$ cat src/rtl/flash_wbuf_loader.sv
module flash_wbuf_loader #(
  parameter int AW       = 22,
  parameter int DW       = 16,
  parameter int PG_BITS  = 4,
  parameter int SECT_LSB = 15
) (
  input  logic                          clk,
  input  logic                          rst_n,
  input  logic                          wr_en,
  input  logic [AW-1:0]                 wr_addr,
  input  logic [DW-1:0]                 wr_data,
  input  logic                          eng_busy,
  input  logic                          eng_done,
  output logic                          prog_start,
  output logic                          load_abort,
  output logic [AW-1:0]                 page_base,
  output logic [(1<<PG_BITS)*DW-1:0]    buf_words,
  output logic [(1<<PG_BITS)-1:0]       buf_valid
);

  localparam int WORDS = 1 << PG_BITS;
  localparam int SW    = AW - SECT_LSB;
  localparam int PW    = AW - PG_BITS;

  typedef enum logic [2:0] {
    S_IDLE, S_CNT, S_LOAD, S_CONF, S_ARM, S_RUN, S_ABORT
  } st_t;

  st_t                st;
  logic [1:0]         pfx_q;
  logic [SW-1:0]      sect_q;
  logic [PW-1:0]      page_q;
  logic [PG_BITS-1:0] left_q;
  logic               first_q;
  logic [DW-1:0]      mem [WORDS];

  wire [7:0] cmd     = wr_data[7:0];
  wire       at_555  = wr_addr[10:0] == 11'h555;
  wire       at_2aa  = wr_addr[10:0] == 11'h2AA;
  wire       is_aa   = wr_en && at_555 && cmd == 8'hAA;
  wire       is_55   = wr_en && at_2aa && cmd == 8'h55;
  wire       is_f0   = wr_en && at_555 && cmd == 8'hF0;
  wire       sect_ok = wr_addr[AW-1:SECT_LSB] == sect_q;
  wire       page_ok = first_q || (wr_addr[AW-1:PG_BITS] == page_q);
  wire       cnt_bad = wr_data > DW'(WORDS - 1);
  wire [1:0] pfx_nx  = is_aa ? 2'd1 : (pfx_q == 2'd1 && is_55) ? 2'd2 : 2'd0;
  wire [PG_BITS-1:0] slot = wr_addr[PG_BITS-1:0];

  assign load_abort = (st == S_ABORT);
  assign page_base  = {page_q, {PG_BITS{1'b0}}};

  genvar gi;
  generate
    for (gi = 0; gi < WORDS; gi++) begin : g_out
      assign buf_words[gi*DW +: DW] = mem[gi];
    end
  endgenerate

  always_ff @(posedge clk) begin
    if (!rst_n) begin
      st         <= S_IDLE;
      pfx_q      <= '0;
      sect_q     <= '0;
      page_q     <= '0;
      left_q     <= '0;
      first_q    <= 1'b0;
      prog_start <= 1'b0;
      buf_valid  <= '0;
      for (int i = 0; i < WORDS; i++) mem[i] <= '0;
    end else begin
      prog_start <= 1'b0;
      case (st)
        S_IDLE: if (wr_en) begin
          if (pfx_q == 2'd2 && cmd == 8'h25) begin
            sect_q <= wr_addr[AW-1:SECT_LSB];
            st     <= S_CNT;
            pfx_q  <= '0;
          end else begin
            pfx_q <= pfx_nx;
          end
        end
        S_CNT: if (wr_en) begin
          if (!sect_ok || cnt_bad) begin
            st <= S_ABORT;
          end else begin
            left_q  <= wr_data[PG_BITS-1:0];
            first_q <= 1'b1;
            st      <= S_LOAD;
          end
        end
        S_LOAD: if (wr_en) begin
          if (!sect_ok || !page_ok) begin
            st <= S_ABORT;
          end else begin
            page_q          <= wr_addr[AW-1:PG_BITS];
            first_q         <= 1'b0;
            mem[slot]       <= wr_data;
            buf_valid[slot] <= 1'b1;
            if (left_q == '0) st <= S_CONF;
            else              left_q <= left_q - 1'b1;
          end
        end
        S_CONF: if (wr_en) begin
          st <= (cmd == 8'h29 && sect_ok) ? S_ARM : S_ABORT;
        end
        S_ARM: if (!eng_busy) begin
          prog_start <= 1'b1;
          st         <= S_RUN;
        end
        S_RUN: if (eng_done) begin
          buf_valid <= '0;
          for (int i = 0; i < WORDS; i++) mem[i] <= '0;
          st    <= S_IDLE;
          pfx_q <= '0;
        end
        S_ABORT: if (wr_en) begin
          if (pfx_q == 2'd2 && is_f0) begin
            buf_valid <= '0;
            for (int i = 0; i < WORDS; i++) mem[i] <= '0;
            st    <= S_IDLE;
            pfx_q <= '0;
          end else begin
            pfx_q <= pfx_nx;
          end
        end
        default: st <= S_IDLE;
      endcase
    end
  end

  p_start_single_r9: assert property (@(posedge clk) disable iff (!rst_n)
    prog_start |=> !prog_start);

  p_start_not_busy_r9: assert property (@(posedge clk) disable iff (!rst_n)
    prog_start |-> !$past(eng_busy));

  p_abort_quiet_r11: assert property (@(posedge clk) disable iff (!rst_n)
    load_abort |-> !prog_start);

  p_abort_sticky_r11: assert property (@(posedge clk) disable iff (!rst_n)
    (load_abort && !(pfx_q == 2'd2 && is_f0)) |=> load_abort);

  p_count_limit_r3: assert property (@(posedge clk) disable iff (!rst_n)
    (st == S_CNT && wr_en && cnt_bad) |=> load_abort);

  p_done_clears_r10: assert property (@(posedge clk) disable iff (!rst_n)
    (st == S_RUN && eng_done) |=> (buf_valid == '0));

  p_run_ignores_r12: assert property (@(posedge clk) disable iff (!rst_n)
    (st == S_RUN && !eng_done) |=> $stable(buf_valid));

endmodule

$ cat config.mk
export PLATFORM = sky130hd
export DESIGN_NAME = flash_wbuf_loader
export DESIGN_NICKNAME = d
export VERILOG_FILES = /design/src/rtl/flash_wbuf_loader.sv
export SDC_FILE = /design/constraint.sdc
export NUM_CORES = 1
export LEC_CHECK = 0
export BUFFER_PORTS_ARGS = -buffer_cell sky130_fd_sc_hd__buf_2
export CAP_MARGIN = 10
export CORE_MARGIN = 4
export CORE_UTILIZATION = 57
export DETAILED_ROUTE_END_ITERATION = 8
export GPL_ROUTABILITY_DRIVEN = 0
export PLACE_DENSITY = 0.81
export SKIP_CTS_REPAIR_TIMING = 1
export SLEW_MARGIN = 20
export SYNTH_ARGS = -nofsm -noshare
export SYNTH_HDL_FRONTEND = slang
export SYNTH_SLANG_ARGS = --single-unit
$ cat constraint.sdc
create_clock -name clk -period 13 [get_ports clk]
set_input_delay 3.9 -clock clk [delete_from_list [all_inputs] [get_ports clk]]
set_output_delay 3.9 -clock clk [all_outputs]
set_load 0.005 [all_outputs]
==> impl_metrics.tcl, run 1 <==
set metrics [dict create \
    p_seq_share_pct 52.3 \
    finalSetupTns_ns 0 \
    cellPowerDensity_nw_per_um2 135 \
    place_inst 1530 \
    p_sw_share_pct 22.4 \
    finalMaxSlewViolations 0 \
    cp_cell_sequence "buf_2 > xnor2_1 > and4_1 > nand4_4 > o2bb2ai_4 > nand4_2 > o21ai_1 > buf_4" \
    clock_skew_ns 0.0144 \
    syn_avg_cell_area_um2 13.1 \
    cp.arrival_ns 6.74 \
    synth_enable_flop_cells 256 \
    final_common_cell "buf_2" \
    coreArea_um2 22000 \
    die_w_um 158 \
    rsz0062_at_grt "false" \
    grt_max_degree 75 \
    cp-start-kind "input pin" \
    fillers 1489 \
    clock_path_buffers 3 \
    cp_top_family "compound AO/OA/AOI/OAI gates" \
    cts.sinks 308 \
    die_area_um2 25100 \
    path_max_fanout 17 \
    relSlewSlack_pct 23.2 \
    pwr-share-clk_pct 41.5 \
    antenna_found_initial 0 \
    cts_tree "built" \
    clk_latency_ns 0.56 \
    first_iter_violations 984 \
    route.detailed.drc 0 \
    die_h_um 158 \
    drive_gt1_share_pct 37.3 \
    vias 9436 \
    fin_total_pwr_mw 2.11 \
    cp-end-kind "flip-flop" \
    hold_class "flip-flop to flip-flop" \
    async_flop_share_pct 0 \
    drv_cap 0 \
    antenna_left 0 \
    wl_per_cell_um 23.5 \
    synthToLayoutAreaGrowth_pct 21.3 \
    cts_max_level 1 \
    intPower_mw 1.64 \
    final_cell_mix "334 x buf_2, 256 x edfxtp_1, 164 x nor3_1" \
    crit_slowest_cell "o21ai_1" \
    grt-ovfl-total 0 \
    p_switching_uw 472 \
    path_class "input pin to flip-flop" \
    cp_num_buf_inv 2 \
    cts_buffers 30 \
    stdcell_count 1586 \
    grt_usage_pct 28.6 \
    hpwl_um 24700 \
    utilization_pct 71.0 \
    synth_cell_types 69 \
    grt_pass1_vias 9042 \
    tightest_slew_ns 1.15 \
    numPortBuffers 334 \
    initial_core_util_pct 58.5 \
    viasPerCell 5.95 \
    grt_pass1_wl_um 54300 \
    power_leakage_nw 6.03 \
    final_hold_viol_count 0 \
    comb_power_share_pct 6.2 \
    fmax_mhz 154 \
    diodes 0 \
    num-nets-final 1326 \
    routed_wl_um 37200 \
    outcome "finished clean" \
    clockRootBuffer "clkbuf_16" \
    seq_area_frac_synth_pct 67.7 \
    path_clk_slew_ns 0.06 \
    drt_pass1_iterations 5 \
    ys_ff_latch 308 \
    ir_drop_mv 0.111 \
    yosys_warnings 0 \
    netlist_instances 985 \
    critPathRequiredTime_ns 13.25 \
    finalSetupViolations 0 \
    mappedNetlistArea_um2 12900 \
    io-pin-count 339 \
    rows 54 \
    cpPeakStageDelay_ns 0.71 \
    fin_crit_ns 6.48 \
    synthFlopType "edfxtp_1" \
    fin_crit_sh_pct 49.9 \
]
[cell families (layout without fill, tap and decap cells)]
group	after synthesis	count (layout)	share of synthesized area [%]
compound gates	69	69	4.27
xor+xnor	25	25	1.70
fa+ha+maj	1	1	0.0970
buf+inv	99	417	3.94
flops	308	308	67.7
mux	29	29	2.25
other cells	1	4	0.0291
simple gates	453	453	20.0
[layer usage]
| metal | vias to the layer above | routed length (µm) | global-route usage (%) |
|---|---|---|---|
| li1 | 4229 | - | - |
| met1 | 4557 | 13700 | 38.0 |
| met2 | 562 | 18400 | 47.2 |
| met3 | 88 | 3910 | 6.14 |
| met4 | 0 | 1190 | 9.71 |
| met5 | - | 0 | 0 |
[cell type report]
type	instances	area [µm²]	area share (%)
tap	280	350	2.24
timing repair buffer	353	1810	11.6
multi-input combinational	581	3720	23.8
clock buffer	37	828	5.29
clock inverter	19	171	1.10
inverter	8	30.0	0.192
sequential	308	8730	55.8
[flip-flops by register name (all words and copies together) (netlist names)]
name and flops:
buf_valid 16, first_q 1, left_q 4, mem 256, page_q 18, pfx_q 2
prog_start 1, sect_q 7, st 3
[cell usage after synthesis, types with 4 or more instances]
master	count	area share, %
nor3_1	166	6.4
buf_1	4	0.12
mux2i_1	29	2.3
nor3_2	48	3.7
a41oi_1	12	0.81
buf_4	7	0.41
a31oi_1	6	0.29
buf_6	12	1.0
buf_2	16	0.62
nor4_1	5	0.24
o31ai_1	5	0.29
edfxtp_1	256	60
nand4_1	9	0.44
nor2_1	90	2.6
xor2_1	18	1.2
nor2b_1	6	0.29
and2_1	5	0.24
nand2b_1	11	0.53
o21ai_0	14	0.54
nand2_1	76	2.2
and4_1	5	0.34
xnor2_1	7	0.48
inv_1	7	0.20
nand4_4	6	0.99
dfxtp_1	52	8.1
clkbuf_1	52	1.5
[stage by stage]
stage,hold WS [ns],area (µm²),setup WS (ns)
6_report,0.465,15600,6.52
3_5_place_dp,0.451,14600,5.96
5_1_grt,0.502,15600,6.23
2_1_floorplan,0.461,12900,6.15
3_3_place_gp,0.449,14600,6.08
4_1_cts,0.466,15600,6.54
[worst min-delay path, delay by kind of cell, from the launching register on]
kind | cells | cell delay, ns
DFF | 1 | 0.32
and+or+nand+nor | 1 | 0.07
AOI/OAI and AO/OA | 1 | 0.04
[power groups by stage]
stage                     sequential, mW  combinational [mW]  clock, mW
after CTS                           1.10               0.130      0.880
after global placement              1.12               0.126          0
after detailed placement            1.12               0.130          0
after global routing                1.11               0.140      0.925
final                               1.10               0.130      0.876
after floorplan                     1.13              0.0547          0
[path summary, 6_finish.rpt]
kind                 startpoint            end  slack [ns]  depth (start not counted)
hold / removal    buf_valid[11]  buf_valid[11]        0.46                          2
setup reg to reg      page_q[6]     mem[10][9]        9.64                          7
setup / recovery    wr_addr[21]     mem[10][9]        6.52                          8
hold reg to reg   buf_valid[11]  buf_valid[11]        0.46                          2
No activity file was read; power rests on OpenSTA's default activity.
==> inputs of run 2 (changes only) <==
--- a/config.mk
+++ b/config.mk
@@ -5,13 +5,14 @@
 export SDC_FILE = /design/constraint.sdc
 export NUM_CORES = 1
 export LEC_CHECK = 0
+export ABC_AREA = 1
 export BUFFER_PORTS_ARGS = -buffer_cell sky130_fd_sc_hd__buf_2
 export CAP_MARGIN = 10
 export CORE_MARGIN = 4
-export CORE_UTILIZATION = 57
+export CORE_UTILIZATION = 47
 export DETAILED_ROUTE_END_ITERATION = 8
 export GPL_ROUTABILITY_DRIVEN = 0
-export PLACE_DENSITY = 0.81
+export PLACE_DENSITY = 0.72
 export SKIP_CTS_REPAIR_TIMING = 1
 export SLEW_MARGIN = 20
 export SYNTH_ARGS = -nofsm -noshare
==> constraint.sdc (replaced) <==
create_clock -name clk -period 5.58 [get_ports clk]
set_input_delay 1.674 -clock clk [delete_from_list [all_inputs] [get_ports clk]]
set_output_delay 1.674 -clock clk [all_outputs]
set_load 0.005 [all_outputs]
==> run 2 against run 1 <==
Net effect:
- register-to-register slack got worse by 7.0 ns
- sequential power rose by 140%
- global-route usage fell by 4.6 points
==> impl_metrics.tcl, run 2 <==
set metrics [dict create \
    outcome "finished clean" \
    antenna_left 0 \
    async_flop_share_pct 0 \
    seq_area_um2 8730 \
    io-pin-count 339 \
    rsz0062_at_grt "false" \
    critPathRequiredTime_ns 5.76 \
    drt_pass1_iterations 7 \
    fin_crit_sh_pct 68.5 \
    fin_total_pwr_mw 5.30 \
    initial_core_util_pct 47.7 \
    largest-register "mem" \
    synth.most_common_cell "nor2_1" \
    synthToLayoutAreaGrowth_pct 26.3 \
    finalMaxSlewViolations 0 \
    cts_max_level 1 \
    cpPeakStageDelay_ns 0.65 \
    drive_gt1_share_pct 30.9 \
    cp_common_cell "nand2_1" \
    netlist_instances 1048 \
    synth_top_cell_area_share_pct 64.0 \
    path_class "input pin to flip-flop" \
    synth.top_cells.by_count "305 x nor2_1, 256 x edfxtp_1, 110 x nand2_1" \
    numPortBuffers 334 \
    grt_pass1_vias 8693 \
    vias 9031 \
    final_common_cell "buf_2" \
    cp-end-kind "flip-flop" \
    largest_reg_flops 256 \
    ir_drop_mv 0.246 \
    drv_cap 0 \
    final_hold_viol_count 0 \
    grt_usage_pct 24.0 \
    synthTopCellsByArea "edfxtp_1 64%, nor2_1 9.5%, dfxtp_1 8.7%, nand2_1 3.4%, inv_1 2.3%" \
    power_leakage_nw 6.84 \
    tightest_slew_ns 0.779 \
    wl_per_cell_um 20.2 \
    place_inst 1690 \
    synth_enable_flop_cells 256 \
    clock_path_buffers 3 \
    cts_tree "built" \
    hold_class "flip-flop to flip-flop" \
    num-nets-final 1436 \
    routed_wl_um 35200 \
    final_cell_mix "334 x buf_2, 305 x nor2_1, 256 x edfxtp_1" \
    fmax_mhz 262 \
    yosys_warnings 0 \
    finalSetupTns_ns 0 \
    stdcell_count 1746 \
    coreArea_um2 25200 \
    path_clk_slew_ns 0.06 \
    cp-start-kind "input pin" \
    die_h_um 168 \
    clock_skew_ns 0.0208 \
    clockRootBuffer "clkbuf_16" \
    cp.arrival_ns 4.00 \
    reg_top3 "mem (256), page_q (18), buf_valid (16)" \
    cellPowerDensity_nw_per_um2 349 \
    relSlewSlack_pct 47.9 \
    clk_latency_ns 0.55 \
    antenna_found_initial 1 \
    hpwl_um 25100 \
    die_w_um 168 \
    synth_cell_types 33 \
    viasPerCell 5.17 \
    fillers 2035 \
    crit_slowest_cell "nand2_1" \
    seq_area_frac_synth_pct 72.7 \
    synthFlopType "edfxtp_1" \
    finalSetupViolations 0 \
    first_iter_violations 994 \
    path_max_fanout 17 \
    rows 58 \
    diodes 0 \
    syn_avg_cell_area_um2 11.5 \
    mappedNetlistArea_um2 12000 \
    multi_input_area_um2 2660 \
    cts_buffers 30 \
    yosysTopAreaCell "edfxtp_1" \
    ys_ff_latch 308 \
    grt_max_degree 34 \
    grt_pass1_wl_um 52000 \
    route.detailed.drc 0 \
    die_area_um2 28200 \
    fin_crit_ns 3.82 \
    grt-ovfl-total 0 \
    cts.sinks 308 \
    cp_cell_sequence "buf_2 > xnor2_1 > nand2_1 > nor3_1 > and2_2 > nand4_4 > nor2_4 > nand2_4 > nand2_1" \
]
## run 2: changes by cell type in the layout (fill, tap and decap cells not counted), moves of 30 or more
cell / change
nor3_2: -50
o21ai_0: +30
a21oi_1: +48
nand2_1: +36
nor3_1: -158
nand3_1: +31
nor2_1: +215
inv_1: +66
## run 2: per-layer routing
layer | vias up | global-route usage (%) | part of all wire, %
li1 | 4163 | - | -
met1 | 4257 | 29.6 | 37
met2 | 527 | 42.0 | 49
met3 | 82 | 5.02 | 9.8
met4 | 2 | 8.79 | 4.3
met5 | - | 0 | 0.037
## run 2: kinds of logic (layout without fill, tap and decap cells)
| kind of cell | after synthesis | count (layout) | share of synthesized area (%) |
|---|---|---|---|
| DFF | 308 | 308 | 72.7 |
| adders and majority gates | 1 | 1 | 0.104 |
| xor gates and xnor gates | 15 | 15 | 1.09 |
| other | 1 | 4 | 0.0312 |
| AOI/OAI and AO/OA | 92 | 92 | 3.91 |
| buffers and inverters | 143 | 508 | 5.21 |
| and+or+nand+nor | 488 | 488 | 16.9 |
## run 2: stage by stage
step,area [µm²],setup WS [ns],hold slack [ns],utilization (%)
2_1_floorplan,12000,1.81,0.447,-
3_3_place_gp,14000,1.23,0.435,55.7
3_5_place_dp,14000,1.19,0.440,55.7
4_1_cts,15200,1.76,0.450,60.2
5_1_grt,15200,1.52,0.466,60.2
6_report,15200,1.76,0.448,60.2
## run 2: cell type report
type | instances | share of cell area [%]
tap | 330 | 2.72
inverter | 91 | 2.25
timing repair buffer | 361 | 12.4
clock inverter | 19 | 1.86
sequential | 308 | 57.6
multi-input combinational | 600 | 17.6
clock buffer | 37 | 5.60
## run 2: worst paths after layout
check             slack, ns     startpoint  cells past startpoint       endpoint
hold reg to reg        0.45  buf_valid[10]                      2  buf_valid[10]
setup / recovery       1.76    wr_addr[18]                      9      mem[5][8]
hold / removal         0.45  buf_valid[10]                      2  buf_valid[10]
setup reg to reg       2.68      page_q[9]                     12      mem[5][8]
## run 2: critical path, delay by kind of cell
family,cells,cell delay [ns]
xor+xnor,1,0.16
buf+inv,1,0.13
simple gates,7,2.01
## run 2: report_power, final
part	internal (mW)	switching, mW
combinational	0.129	0.292
clock	1.40	0.861
sequential	2.57	0.0439
total	4.10	1.20
==> inputs of run 3 (changes only) <==
--- a/config.mk
+++ b/config.mk
@@ -9,10 +9,10 @@
 export BUFFER_PORTS_ARGS = -buffer_cell sky130_fd_sc_hd__buf_2
 export CAP_MARGIN = 10
 export CORE_MARGIN = 4
-export CORE_UTILIZATION = 47
+export CORE_UTILIZATION = 52
 export DETAILED_ROUTE_END_ITERATION = 8
 export GPL_ROUTABILITY_DRIVEN = 0
-export PLACE_DENSITY = 0.72
+export PLACE_DENSITY = 0.76
 export SKIP_CTS_REPAIR_TIMING = 1
 export SLEW_MARGIN = 20
 export SYNTH_ARGS = -nofsm -noshare
==> constraint.sdc (replaced) <==
create_clock -name clk -period 3.87 [get_ports clk]
set_input_delay 1.161 -clock clk [delete_from_list [all_inputs] [get_ports clk]]
set_output_delay 1.161 -clock clk [all_outputs]
set_load 0.005 [all_outputs]
==> run 3 against run 2 <==
Net effect:
- final cell count down 1.5%
- die area is 9.2% lower
- register-to-register slack worse by 1.4 ns
- non-clock buffer count is 16 higher
- setup slack got worse by 0.92 ns
- sequential cell count unchanged
- total power is 40% higher
- core utilization grew 6.8 points
- critical endpoint is now mem[1][8]
==> impl_metrics.tcl, run 3 (synthesis gave the netlist of run 2 again) <==
set metrics [dict create \
    comb_power_share_pct 8.3 \
    clockRootBuffer "clkbuf_16" \
    finalSetupViolations 0 \
    drt_pass1_iterations 6 \
    final_common_cell "buf_2" \
    path_class "input pin to flip-flop" \
    cp.arrival_ns 3.28 \
    coreArea_um2 22600 \
    place_inst 1661 \
    utilization_pct 67.0 \
    die_h_um 160 \
    antenna_found_initial 1 \
    r2r_end "mem[1][8]" \
    pwr-share-clk_pct 41.0 \
    antenna_left 0 \
    relSlewSlack_pct 49.7 \
    reg2reg_from "page_q[0]" \
    routed_wl_um 33900 \
    cp-start-kind "input pin" \
    io-pin-count 339 \
    clk_latency_ns 0.54 \
    cellPowerDensity_nw_per_um2 489 \
    initial_core_util_pct 53.0 \
    num-nets-final 1452 \
    hp-start "buf_valid[10]" \
    tightest_slew_ns 0.753 \
    fillers 1644 \
    die_area_um2 25600 \
    p_sw_share_pct 22.4 \
    fin_area_um2 15200 \
    rows 55 \
    cts_max_level 1 \
    hold_class "flip-flop to flip-flop" \
    rsz0062_at_grt "false" \
    ff2ff_path_depth 13 \
    hold_depth 2 \
    reg_top3 "mem (256), page_q (18), buf_valid (16)" \
    first_iter_violations 780 \
    final_cell_mix "334 x buf_2, 305 x nor2_1, 256 x edfxtp_1" \
    fmax_mhz 330 \
    largest-register "mem" \
    cp-end-kind "flip-flop" \
    p_seq_share_pct 50.7 \
    grt_usage_pct 25.5 \
    power_leakage_nw 6.88 \
    numPortBuffers 334 \
    intPower_mw 5.76 \
    fin_crit_ns 3.03 \
    viasPerCell 5.30 \
    vias 9113 \
    hpwl_um 24600 \
    path_clk_slew_ns 0.06 \
    ir_drop_mv 0.304 \
    outcome "finished clean" \
    cpPeakStageDelay_ns 0.36 \
    fin_ws_ns 0.843 \
    cp_common_cell "nand2_1" \
    r2r_setup_slack_ns 1.26 \
    drv_cap 0 \
    cts_buffers 30 \
    drive_gt1_share_pct 31.0 \
    clock_skew_ns 0.00819 \
    grt-ovfl-total 0 \
    stdcell_count 1719 \
    grt_max_degree 34 \
    cts.sinks 308 \
    final_hold_viol_count 0 \
    p_switching_mw 1.66 \
    finalSetupTns_ns 0 \
    critPathRequiredTime_ns 4.12 \
    placed_area_um2 14100 \
    crit_slowest_cell "nor2_4" \
    finalMaxSlewViolations 0 \
    clock_path_buffers 3 \
    fin_total_pwr_mw 7.42 \
    hold_slack_ns 0.448 \
    grt_pass1_vias 8665 \
    fin_crit_sh_pct 78.2 \
    path_max_fanout 17 \
    largest_reg_flops 256 \
    cp_top_family "simple AND/OR/NAND/NOR gates" \
    cts_tree "built" \
    cp_num_buf_inv 2 \
    die_w_um 160 \
    dp_slack_ns 0.274 \
    wl_per_cell_um 19.7 \
    grt_pass1_wl_um 50800 \
    synthToLayoutAreaGrowth_pct 26.4 \
    min_to "buf_valid[10]" \
    cp_cell_sequence "buf_2 > xnor2_1 > nand2_1 > nor3_1 > and2_2 > nand4_4 > nor2_4 > nand2_4 > nand2_1 > buf_12" \
    route.detailed.drc 0 \
]
==> run 3: worst max-delay path by stage <==
stage          slack, ns    endpoint         from  depth (start not counted)
2_1_floorplan       0.61   mem[5][0]  wr_addr[19]                          9
3_3_place_gp        0.32   mem[1][6]  wr_addr[17]                         10
3_5_place_dp        0.27  mem[1][11]  wr_addr[18]                         10
4_1_cts             0.82  mem[1][13]  wr_addr[18]                         10
5_1_grt             0.67   mem[1][8]  wr_addr[18]                         10
6_report            0.84   mem[1][8]  wr_addr[18]                         10
==> run 3: cell type report <==
| cell class | instances | area (µm²) | area share (%) |
|---|---|---|---|
| Antenna cell | 2 | 5.00 | 0.0330 |
| Sequential cell | 308 | 8730 | 57.5 |
| Inverter | 91 | 342 | 2.25 |
| Clock inverter | 9 | 150 | 0.990 |
| Multi-Input combinational cell | 600 | 2660 | 17.5 |
| Timing Repair Buffer | 377 | 2030 | 13.4 |
| Clock buffer | 47 | 897 | 5.91 |
| Tap cell | 285 | 357 | 2.35 |
==> run 3: routing by layer <==
layer / wire length (µm) / GRT usage (%) / share of wire, %
met1: 12300 / 31.5 / 36
met2: 16700 / 43.9 / 49
met3: 3510 / 6.25 / 10
met4: 1370 / 9.54 / 4.1
met5: 0 / 0 / 0
==> run 3: worst register-to-register path, stage by stage, from the launching register on <==
cell     delay [ns]
dfxtp_1        0.37
inv_1          0.05
nand2_1        0.05
nand2_1        0.06
a21oi_1        0.14
nand2_1        0.09
nor2_1         0.11
nand2_1        0.07
nand2_1        0.15
nand4_4        0.12
nor2_4         0.36
nand2_4        0.23
nand2_1        0.34
buf_12         0.19
==> run 3: power by group through the flow <==
stage	registers (mW)	logic (mW)	clock network (mW)
2_1_floorplan	3.83	0.330	0
3_5_place_dp	3.83	0.610	0
4_1_cts	3.76	0.613	3.07
3_3_place_gp	3.83	0.593	0
6_report	3.76	0.614	3.04
5_1_grt	3.77	0.680	3.22
